File: config.mk
export PLATFORM = sky130hd
export DESIGN_NAME = mulacc_unit
export DESIGN_NICKNAME = d
export VERILOG_FILES = /design/src/rtl/mulacc_pkg.sv /design/src/rtl/mulacc_ctrl.sv /design/src/rtl/mulacc_dpath.sv /design/src/rtl/mulacc_unit.sv
export SDC_FILE = /design/constraint.sdc
export NUM_CORES = 1
export LEC_CHECK = 0
export ABC_AREA = 0
export CAP_MARGIN = 20
export CELL_PAD_IN_SITES_DETAIL_PLACEMENT = 0
export CELL_PAD_IN_SITES_GLOBAL_PLACEMENT = 1
export CORE_AREA = 3 3 190 192
export DETAILED_ROUTE_END_ITERATION = 7
export DIE_AREA = 0 0 193 195
export DONT_BUFFER_PORTS = 1
export PLACE_DENSITY = 0.8
export SLEW_MARGIN = 20
export SYNTH_ARGS = -nofsm -noshare
export SYNTH_HDL_FRONTEND = slang
export SYNTH_SLANG_ARGS = --single-unit
File: constraint.sdc
create_clock -name clk -period 8.65 [get_ports clk]
set_input_delay 1.2975 -clock clk [delete_from_list [all_inputs] [get_ports clk]]
set_output_delay 1.2975 -clock clk [all_outputs]
set_load 0.02 [all_outputs]
File: src/rtl/mulacc_pkg.sv
package mulacc_pkg;
  localparam int DATA_W = 16;
  localparam int ADDR_W = 4;

  // bit 0: signed operands, bit 1: accumulate into result
  typedef enum logic [1:0] {
    MODE_UMUL = 2'd0,
    MODE_SMUL = 2'd1,
    MODE_UMAC = 2'd2,
    MODE_SMAC = 2'd3
  } mode_e;

  localparam logic [ADDR_W-1:0] ADR_OPB = 4'd4;
  localparam logic [ADDR_W-1:0] ADR_LO  = 4'd5;
  localparam logic [ADDR_W-1:0] ADR_HI  = 4'd6;
  localparam logic [ADDR_W-1:0] ADR_EXT = 4'd7;

  typedef struct packed {
    logic  loadA;
    logic  launch;
    logic  multiply;
    logic  finish;
    logic  wrLo;
    logic  wrHi;
    mode_e mulMode;
    mode_e finishMode;
  } ctrl_s;
endpackage

File: src/rtl/mulacc_ctrl.sv
module mulacc_ctrl
  import mulacc_pkg::*;
#(
  parameter int ADDR_WIDTH = ADDR_W
) (
  input  logic                  clk,
  input  logic                  rstN,
  input  logic                  wrEn,
  input  logic [ADDR_WIDTH-1:0] addr,
  output ctrl_s                 strobes,
  output logic                  busy
);
  logic  isOpA;
  mode_e curMode;
  logic  stg1Valid, stg2Valid;
  mode_e stg1Mode, stg2Mode;

  assign isOpA = wrEn && (addr < ADDR_WIDTH'(4));

  always_ff @(posedge clk or negedge rstN) begin
    if (!rstN) begin
      curMode   <= MODE_UMUL;
      stg1Valid <= 1'b0;
      stg2Valid <= 1'b0;
      stg1Mode  <= MODE_UMUL;
      stg2Mode  <= MODE_UMUL;
    end else begin
      if (isOpA) curMode <= mode_e'(addr[1:0]);
      stg1Valid <= strobes.launch;
      stg1Mode  <= curMode;
      stg2Valid <= stg1Valid;
      stg2Mode  <= stg1Mode;
    end
  end

  always_comb begin
    strobes            = '0;
    strobes.loadA      = isOpA;
    strobes.launch     = wrEn && (addr == ADR_OPB);
    strobes.wrLo       = wrEn && (addr == ADR_LO);
    strobes.wrHi       = wrEn && (addr == ADR_HI);
    strobes.multiply   = stg1Valid;
    strobes.mulMode    = stg1Mode;
    strobes.finish     = stg2Valid;
    strobes.finishMode = stg2Mode;
  end

  assign busy = stg1Valid || stg2Valid;

  // a launch commits exactly two edges later
  a_r3_commit_two_later: assert property (@(posedge clk) disable iff (!rstN)
    strobes.launch |-> ##2 strobes.finish);
  // busy is raised on the edge after a launch
  a_r3_busy_after_launch: assert property (@(posedge clk) disable iff (!rstN)
    strobes.launch |=> busy);
  // at most one register targeted per write
  a_r2_decode_exclusive: assert property (@(posedge clk) disable iff (!rstN)
    $onehot0({strobes.loadA, strobes.launch, strobes.wrLo, strobes.wrHi}));
endmodule

File: src/rtl/mulacc_dpath.sv
module mulacc_dpath
  import mulacc_pkg::*;
#(
  parameter int DATA_WIDTH = DATA_W,
  parameter int ADDR_WIDTH = ADDR_W
) (
  input  logic                  clk,
  input  logic                  rstN,
  input  ctrl_s                 strobes,
  input  logic [DATA_WIDTH-1:0] wrData,
  input  logic [ADDR_WIDTH-1:0] addr,
  output logic [DATA_WIDTH-1:0] rdData
);
  localparam int PROD_W = 2 * DATA_WIDTH;
  localparam int EXT_W  = DATA_WIDTH + 1;

  logic [DATA_WIDTH-1:0] opA, opB, aLat;
  logic [PROD_W-1:0]     prodReg, acc;
  logic [DATA_WIDTH-1:0] ext;
  logic signed [EXT_W-1:0]   extA, extB;
  logic signed [2*EXT_W-1:0] fullProd;
  logic [PROD_W:0]       sumWide;
  logic                  mulSigned;

  assign mulSigned = strobes.mulMode[0];
  assign extA      = $signed({mulSigned & aLat[DATA_WIDTH-1], aLat});
  assign extB      = $signed({mulSigned & opB[DATA_WIDTH-1], opB});
  assign fullProd  = extA * extB;
  assign sumWide   = {1'b0, acc} + {1'b0, prodReg};

  always_ff @(posedge clk or negedge rstN) begin
    if (!rstN) begin
      opA     <= '0;
      opB     <= '0;
      aLat    <= '0;
      prodReg <= '0;
    end else begin
      if (strobes.loadA) opA <= wrData;
      if (strobes.launch) begin
        opB  <= wrData;
        aLat <= opA;
      end
      if (strobes.multiply) prodReg <= fullProd[PROD_W-1:0];
    end
  end

  always_ff @(posedge clk or negedge rstN) begin
    if (!rstN) begin
      acc <= '0;
      ext <= '0;
    end else if (strobes.finish) begin
      if (strobes.finishMode[1]) begin
        acc <= sumWide[PROD_W-1:0];
        ext <= DATA_WIDTH'(sumWide[PROD_W]);
      end else begin
        acc <= prodReg;
        ext <= (strobes.finishMode[0] && prodReg[PROD_W-1]) ? '1 : '0;
      end
    end else begin
      if (strobes.wrLo) acc[DATA_WIDTH-1:0]      <= wrData;
      if (strobes.wrHi) acc[PROD_W-1:DATA_WIDTH] <= wrData;
    end
  end

  always_comb begin
    if (addr < ADDR_WIDTH'(4))   rdData = opA;
    else if (addr == ADR_OPB)    rdData = opB;
    else if (addr == ADR_LO)     rdData = acc[DATA_WIDTH-1:0];
    else if (addr == ADR_HI)     rdData = acc[PROD_W-1:DATA_WIDTH];
    else if (addr == ADR_EXT)    rdData = ext;
    else                         rdData = '0;
  end

  // unsigned multiply leaves a zero extension
  a_r4_umul_ext_zero: assert property (@(posedge clk) disable iff (!rstN)
    (strobes.finish && strobes.finishMode == MODE_UMUL) |=> ext == '0);
  // signed multiply extension mirrors the product sign
  a_r5_smul_ext_sign: assert property (@(posedge clk) disable iff (!rstN)
    (strobes.finish && strobes.finishMode == MODE_SMUL)
      |=> ext == {DATA_WIDTH{acc[PROD_W-1]}});
  // accumulate extension is a single carry bit
  a_r6_carry_only: assert property (@(posedge clk) disable iff (!rstN)
    (strobes.finish && strobes.finishMode[1]) |=> ext[DATA_WIDTH-1:1] == '0);
  // extension changes only on a commit
  a_r11_ext_readonly: assert property (@(posedge clk) disable iff (!rstN)
    !strobes.finish |=> $stable(ext));
  // preload of the low word takes effect
  a_r8_preload_lo: assert property (@(posedge clk) disable iff (!rstN)
    (strobes.wrLo && !strobes.finish) |=> acc[DATA_WIDTH-1:0] == $past(wrData));
endmodule

File: src/rtl/mulacc_unit.sv
module mulacc_unit
  import mulacc_pkg::*;
(
  input  logic              clk,
  input  logic              rstN,
  input  logic              wrEn,
  input  logic [ADDR_W-1:0] addr,
  input  logic [DATA_W-1:0] wrData,
  output logic [DATA_W-1:0] rdData,
  output logic              busy
);
  ctrl_s strobes;

  mulacc_ctrl #(.ADDR_WIDTH(ADDR_W)) ctrl_i (
    .clk(clk), .rstN(rstN), .wrEn(wrEn), .addr(addr),
    .strobes(strobes), .busy(busy)
  );

  mulacc_dpath #(.DATA_WIDTH(DATA_W), .ADDR_WIDTH(ADDR_W)) dpath_i (
    .clk(clk), .rstN(rstN), .strobes(strobes), .wrData(wrData),
    .addr(addr), .rdData(rdData)
  );
endmodule

Word level (Yosys, flattened, before mapping) --
Cells that the tools add are included.
Cells by class: reduce and logical (&&, ||, !) cells 8, $lt $le $gt $ge 1, add/sub/neg operators 1, eq/ne operators 4, multiply operators 1, muxes and demuxes 11, bitwise logic cells 2
Operators by type and width (count):
- 2-to-1 mux 16 bit | 9
- 2-to-1 mux 32 bit | 2
- adder 32 x 32 -> 33 bit | 1
- multiplier 17 x 17 -> 32 bit | 1
- equality test 4 x 3 -> 1 bit (second input constant) | 4
- logical AND 1 bit | 5
- less-than comparator 4 x 3 -> 1 bit (second input constant) | 1
- nonzero test 2 bit | 2
- AND 1 bit | 2
- logical OR 1 bit | 1
Storage, ports and cells: register bits 136, output and inout port bits 17

Logic depth before layout (Yosys ltp) --
Gate-level depths: netlist of run 1.
depth after elaboration 6, mapped depth 26, gate-level depth less buffers 24

Hierarchy --
A second synthesis of run 1 with hierarchy kept.
Unflattened totals: cell total of the unflattened synthesis 1861, area total of the unflattened synthesis 17818.3 µm²
By module, submodules not included:
- mulacc_dpath | seq. area each 2852.7 µm², cells each 1842, area an instance 17520.6 µm², instances 1
- mulacc_ctrl | seq. area each 200.2 µm², cells each 19, area an instance 297.8 µm², instances 1

Worst setup path before layout of run 1 --
Ideal clock, no wire load.
kind flip-flop to flip-flop, from register dpath_i.opB[2], to register dpath_i.prodReg[29], buffers on the path 2, arrival 6.003 ns, path slack 2.522 ns, cell stages (with the launch flop) 24, cell sequence dfrtp_1 -> clkbuf_1 -> clkbuf_1 -> nand2_1 -> fa_1 -> inv_1 -> fa_1 -> inv_1 -> fa_1 -> inv_1 -> fa_1 -> fa_1 -> inv_1 -> fa_1 -> inv_1 -> ha_1 -> a211o_1 -> a21oi_1 -> a31oi_4 -> a21oi_2 -> a311oi_2 -> a221oi_1 -> xnor2_1 -> mux2_2
Between the ends: word-level cells in the longest chain between the ends 1
Ends and longest elaborated chain:
- start, declared | RTL line mulacc_dpath.sv:17 | logic [DATA_WIDTH-1:0] opA, opB, aLat;
- start signal, assigned | RTL line mulacc_dpath.sv:40 | opB <= wrData;
- multiplier 17 x 17 -> 32 bit | RTL line mulacc_dpath.sv:28 | assign fullProd = extA * extB;
- end signal, assigned | RTL line mulacc_dpath.sv:43 | if (strobes.multiply) prodReg <= fullProd[PROD_W-1:0];
- end, declared | RTL line mulacc_dpath.sv:18 | logic [PROD_W-1:0] prodReg, acc;
Every way passes these cells. A chain may end at the register's enable or synchronous reset.

Worst setup path after layout of run 1 --
from register dpath_i.opB[15], to register dpath_i.prodReg[30]
Between the ends: word-level cells in the longest chain between the ends 2
Ends and longest elaborated chain:
- AND 1 bit | RTL line mulacc_dpath.sv:27 | assign extB = $signed({mulSigned & opB[DATA_WIDTH-1], opB});
- multiplier 17 x 17 -> 32 bit (*) | RTL line mulacc_dpath.sv:28
Mark *: on every way between the ends. The rest lies on a longest branch, timed or not.

==> impl_metrics.tcl, run 1 <==
set metrics [dict create \
    grt_antenna_before_repair 0 \
    dieArea_um2 37640 \
    dp.cells 2238 \
    worst_ep_required_time_ns 8.97 \
    holdWs_ns 0.3461 \
    holdBufCountCts 0 \
    fillers 3179 \
    port_buffers 0 \
    timing.rr.start "dpath_i.opB[15]" \
    endpoint "dpath_i.prodReg[30]" \
    h-tree-depth 4 \
    viasPerCell 5.672 \
    status "finished clean" \
    crit_start "dpath_i.opB[15]" \
    ys_seq_elements 122 \
    tritoncts "done" \
    ant_nets 0 \
    maxCapViolCount 0 \
    worstMarginPinSlew_ns 1.174 \
    die_w_um 193 \
    r2r_slack_ns 1.62 \
    drc 0 \
    yosysTopAreaCellShare 0.3222 \
    core_area_um2 34540 \
    timing.slew.headroom 0.2176 \
    rsz0062_at_grt "no" \
    vias 12880 \
    start_util 0.5090 \
    async_flop_share 1.000 \
    dp_hpwl_um 36080 \
    period_share 0.8131 \
    worstPathArrival_ns 7.35 \
    crit_path_end_kind "flop" \
    clk_pin_slew_worst_paths_ns 0.07 \
    final-hold-violation-count 0 \
    die_height_um 195 \
    hold_class "reg -> reg" \
    finalNetCount 2222 \
    synth_commonest_cells "inv_1 (326), fa_1 (283), nand2_1 (186), and2_1 (125), dfrtp_1 (122)" \
    cts_resized 0 \
    min_period_ns 7.033 \
    grt_start_max_net_pins 123 \
    synth_cell_type_count 71 \
    grt_use_total 0.2677 \
    cts_buffer_depth 2 \
    critPathMaxFanout 20 \
    clkSinkCount 122 \
    syn_to_final_growth_pct 5.529 \
    wl_per_cell_um 20.81 \
    timing.rr.end "dpath_i.prodReg[30]" \
    synth.avg_cell_area_um2 9.514 \
    cts_buffers 17 \
    instances_no_fill 2270 \
    final_layout_size_suffix_gt1_frac 0.08760 \
    cts-root-buf "clkbuf_16" \
    yosysMostFrequentCell "inv_1" \
    grt_pass1_vias 13950 \
    setup_tns_ns 0 \
    worst-setup-path-type "reg -> reg" \
    synth_top_area_cell "fa_1" \
    drt_wl_total_um 47240 \
    insertion_delay_ns 0.43 \
    slew_violations 0 \
    crit_path_start_kind "flop" \
    firstDrtPassIters 8 \
    routabilityCongestion 0.9283 \
    syn-num-nets 2268 \
    r2r.worst_path.cells 21 \
    io_pins 40 \
    yosysWarnings 0 \
    max_freq_mhz 142.2 \
    netlist_top_cells_area "fa_1 (32%), dfrtp_1 (17%), ha_1 (8.1%), inv_1 (7.0%), mux2_2 (4.9%)" \
    synth_edf_count 0 \
    grt_pass1_wl_um 77380 \
    finalSetupViolations 0 \
    skew_ns 0.01510 \
    rows 68 \
    diodes 0 \
    cts_setup_buffers 0 \
    ys.flop_type "dfrtp_1" \
    initialDrtViolationCount 830 \
    ys_seq_area_frac 0.1736 \
    synth_area_um2 17580 \
    overflow 0 \
    synth_cells 1848 \
]
==> cells by family after synthesis <==
| logic type | after synthesis | synth area share |
|---|---|---|
| AO/OA/AOI/OAI | 281 | 0.1097 |
| buffers and inverters | 412 | 0.08796 |
| AND/OR/NAND/NOR | 475 | 0.1317 |
| adder cells (fa/ha/maj) | 397 | 0.4034 |
| XOR/XNOR | 59 | 0.02939 |
| flip-flops | 122 | 0.1736 |
| multiplexers | 102 | 0.06426 |
==> placed cells by master (no fill, tap or decap), types with 24 or more instances in the layout <==
cell type,count
a21o_1,27
a21oi_1,74
and2_1,125
dfrtp_1,122
fa_1,283
ha_1,114
inv_1,326
mux2_2,77
mux2i_1,24
nand2_1,186
nor2_1,72
o21ai_0,63
xnor2_1,42
==> area by class of cell <==
type / count / area [um^2] / share of cell area
clock inverter: 14 / 125.1 / 0.006744
sequential: 122 / 3053 / 0.1645
timing repair buffer: 20 / 150.1 / 0.008092
clock buffer: 18 / 439.2 / 0.02367
inverter: 327 / 1227 / 0.06615
tap: 455 / 569.3 / 0.03068
multi-input combinational: 1314 / 12990 / 0.7001
==> sequential cells by signal, summed over array words and instances, names as in the netlist <==
signal / cells
dpath_i.opA: 16
dpath_i.prodReg: 32
ctrl_i.stg2Valid: 1
ctrl_i.stg2Mode: 2
ctrl_i.stg1Mode: 2
dpath_i.ext: 2
dpath_i.opB: 16
dpath_i.acc: 32
ctrl_i.curMode: 2
ctrl_i.stg1Valid: 1
dpath_i.aLat: 16
==> worst min path at each step <==
| stage | start | end | slack, ns | cells after the start |
|---|---|---|---|---|
| after floorplan | ctrl_i.stg1Mode[1] | ctrl_i.stg2Mode[1] | 0.33 | 0 |
| after global placement | ctrl_i.stg1Mode[1] | ctrl_i.stg2Mode[1] | 0.33 | 0 |
| after detailed placement | ctrl_i.stg1Mode[1] | ctrl_i.stg2Mode[1] | 0.34 | 0 |
| after CTS | ctrl_i.stg1Mode[1] | ctrl_i.stg2Mode[1] | 0.35 | 0 |
| after global routing | ctrl_i.stg1Mode[1] | ctrl_i.stg2Mode[1] | 0.36 | 0 |
| final | ctrl_i.stg1Mode[1] | ctrl_i.stg2Mode[1] | 0.35 | 0 |
==> through the flow <==
stage,setup slack [ns],util,area (um^2)
5_1_grt,1.181,0.5371,18550
3_3_place_gp,1.818,0.5208,17990
3_5_place_dp,1.699,0.5208,17990
2_1_floorplan,2.522,-,17580
4_1_cts,1.655,0.5371,18550
6_report,1.617,0.5371,18550
==> metal layers <==
layer,up-vias,wire [um],track usage
met4,0,1553,0.08572
met3,88,3147,0.05260
met1,6618,20510,0.3716
met2,360,22030,0.4257
met5,-,0,0
li1,5809,-,-
==> worst max-delay path, stage by stage, from the launching register on <==
cell and delay [ns]:
dfrtp_1 0.79, nand2_1 0.53, or2_2 0.45, fa_1 0.46, fa_1 0.50, inv_1 0.05, fa_1 0.40, fa_1 0.50
fa_1 0.50, inv_1 0.05, fa_1 0.47, inv_1 0.04, ha_1 0.35, a21oi_1 0.17, o21ai_0 0.09, a31oi_1 0.26
o211ai_1 0.22, a31oi_1 0.38, o211ai_1 0.17, a21oi_1 0.20, xnor2_1 0.08, mux2_2 0.26
Power of run 1 is not shown: default switching activity piles up to over one toggle a cycle in this logic, so the estimate is an artifact.
==> run 2: changes to the inputs <==
- CORE_AREA: 3 3 190 192 -> 3 3 196 198
- DIE_AREA: 0 0 193 195 -> 0 0 199 201
- PLACE_DENSITY: 0.8 -> 0.79
- clock period: 8.65 -> 6.1 ns (I/O delays scaled with it)
==> run 2 against run 1 <==
  * Wire length rose by 2.5%
  * Clock skew down 0.0024 ns
  * Utilization increased by 0.80 points
  * Critical endpoint is now dpath_i.prodReg[31]
  * Sequential share of layout area down 1.1 points
  * Flip-flop and latch count stayed put
==> impl_metrics.tcl, run 2 (same netlist as run 1, synthesis figures left out) <==
set metrics [dict create \
    cts_buffer_depth 2 \
    drt_wl_total_um 48400 \
    cts_buffers 17 \
    grt.busiest_layer "met2" \
    finalNetCount 2354 \
    overflow 0 \
    initialDrtViolationCount 918 \
    port_buffers 0 \
    drc 0 \
    r2r.worst_path.cells 23 \
    crit_path_end_kind "flop" \
    regArea_um2 3077 \
    grt_util_met2 0.4079 \
    start_util 0.4791 \
    grt_start_max_net_pins 123 \
    routabilityCongestion 0.9106 \
    io_pins 40 \
    r2r_slack_ns 0.01 \
    die_w_um 199 \
    worst_ep_required_time_ns 6.45 \
    grt_antenna_before_repair 2 \
    die_height_um 201 \
    ant_nets 0 \
    crit_path_start_kind "flop" \
    core_area_um2 36700 \
    use_met1 0.3493 \
    clk_pin_slew_worst_paths_ns 0.06 \
    firstDrtPassIters 5 \
    hold_class "in -> async" \
    finalCoreUtilization 0.5451 \
    slew_violations 0 \
    fillers 3289 \
    grt_pass1_wl_um 78230 \
    largestRegisters "dpath_i.acc: 32 flops, dpath_i.prodReg: 32 flops" \
    vias 13210 \
    grt_util_met3 0.05623 \
    dp_hpwl_um 38370 \
    max_freq_mhz 164.3 \
    h-tree-depth 4 \
    maxCapViolCount 0 \
    rows 70 \
    dieArea_um2 40000 \
    timing.slew.headroom 0.2065 \
    critPathMaxFanout 5 \
    grt_use_total 0.2518 \
    multi_input_area_um2 13240 \
    final-hold-violation-count 0 \
    min_period_ns 6.086 \
    setup_tns_ns 0 \
    syn_to_final_growth_pct 13.78 \
    status "finished clean" \
    worst-setup-path-type "reg -> reg" \
    final_layout_size_suffix_gt1_frac 0.1783 \
    holdWs_ns 0.1923 \
    cts-root-buf "clkbuf_16" \
    worstMarginPinSlew_ns 1.178 \
    tritoncts "done" \
    insertion_delay_ns 0.43 \
    period_share 0.9978 \
    worstPathArrival_ns 6.44 \
    grt_pass1_vias 14340 \
    rsz0062_at_grt "yes" \
    final_common_cell "inv_1" \
    finalSetupViolations 0 \
    wl_per_cell_um 20.04 \
    timing.rr.end "dpath_i.prodReg[31]" \
    skew_ns 0.01273 \
    viasPerCell 5.472 \
    timing.rr.start "dpath_i.opB[4]" \
    layout_common_cells "inv_1 (321), fa_1 (280), nand2_1 (183)" \
    holdBufCountCts 0 \
    clkSinkCount 122 \
]
[run 2: stage by stage]
step	worst slack [ns]	std cells	area, um^2
2_1_floorplan	0.003326	1848	17590
3_3_place_gp	-0.1309	2364	18960
3_5_place_dp	-0.1771	2364	18960
4_1_cts	-0.005577	2401	19610
5_1_grt	-0.1751	2414	20000
6_report	0.01366	2415	20000
[run 2: worst max-delay path by stage]
stage / end / depth (start not counted) / slack, ns / startpoint
2_1_floorplan: dpath_i.prodReg[29] / 23 / 0.003 / dpath_i.opB[3]
3_3_place_gp: dpath_i.prodReg[30] / 21 / -0.13 / dpath_i.opB[7]
3_5_place_dp: dpath_i.prodReg[30] / 21 / -0.18 / dpath_i.opB[5]
4_1_cts: dpath_i.prodReg[30] / 21 / -0.006 / dpath_i.opB[5]
5_1_grt: dpath_i.prodReg[31] / 21 / -0.18 / dpath_i.opB[4]
6_report: dpath_i.prodReg[31] / 23 / 0.01 / dpath_i.opB[4]
[run 2: area by class of cell]
class                           instances  share of cell area
Clock buffer                           19             0.02214
Antenna cell                            1           0.0001251
Multi-Input combinational cell       1314              0.6617
Sequential cell                       122              0.1538
Tap cell                              468             0.02927
Timing Repair Buffer                  152             0.06642
Clock inverter                         12            0.005066
Inverter                              327             0.06148
[run 2: repair_timing]
item                                    4_1_cts  5_1_grt
gates cloned                                  0        1
buffers inserted                              6       12
endpoints found under the setup margin        7       11
resized for setup                            26       54
pin swaps                                     3       32
[run 2: worst max-delay path: stages (launching register included)]
cell      delay, ns
dfrtp_2        0.46
buf_12         0.16
buf_6          0.11
and3_4         0.14
fa_1           0.53
inv_2          0.08
buf_4          0.14
fa_1           0.48
inv_1          0.05
fa_1           0.47
fa_1           0.50
fa_1           0.50
inv_1          0.05
fa_1           0.50
inv_1          0.08
ha_4           0.28
nand4_1        0.14
nor3_2         0.27
a21oi_4        0.10
a311oi_2       0.20
buf_4          0.18
a311oi_2       0.11
or3_1          0.40
nand3_1        0.07
[run 2: routing by layer]
layer / vias to the layer above / share of wire
met5: - / 0
met4: 0 / 0.019
met3: 64 / 0.068
met2: 360 / 0.48
met1: 6727 / 0.43
li1: 6063 / -
Power of run 2 is left out for the same reason.
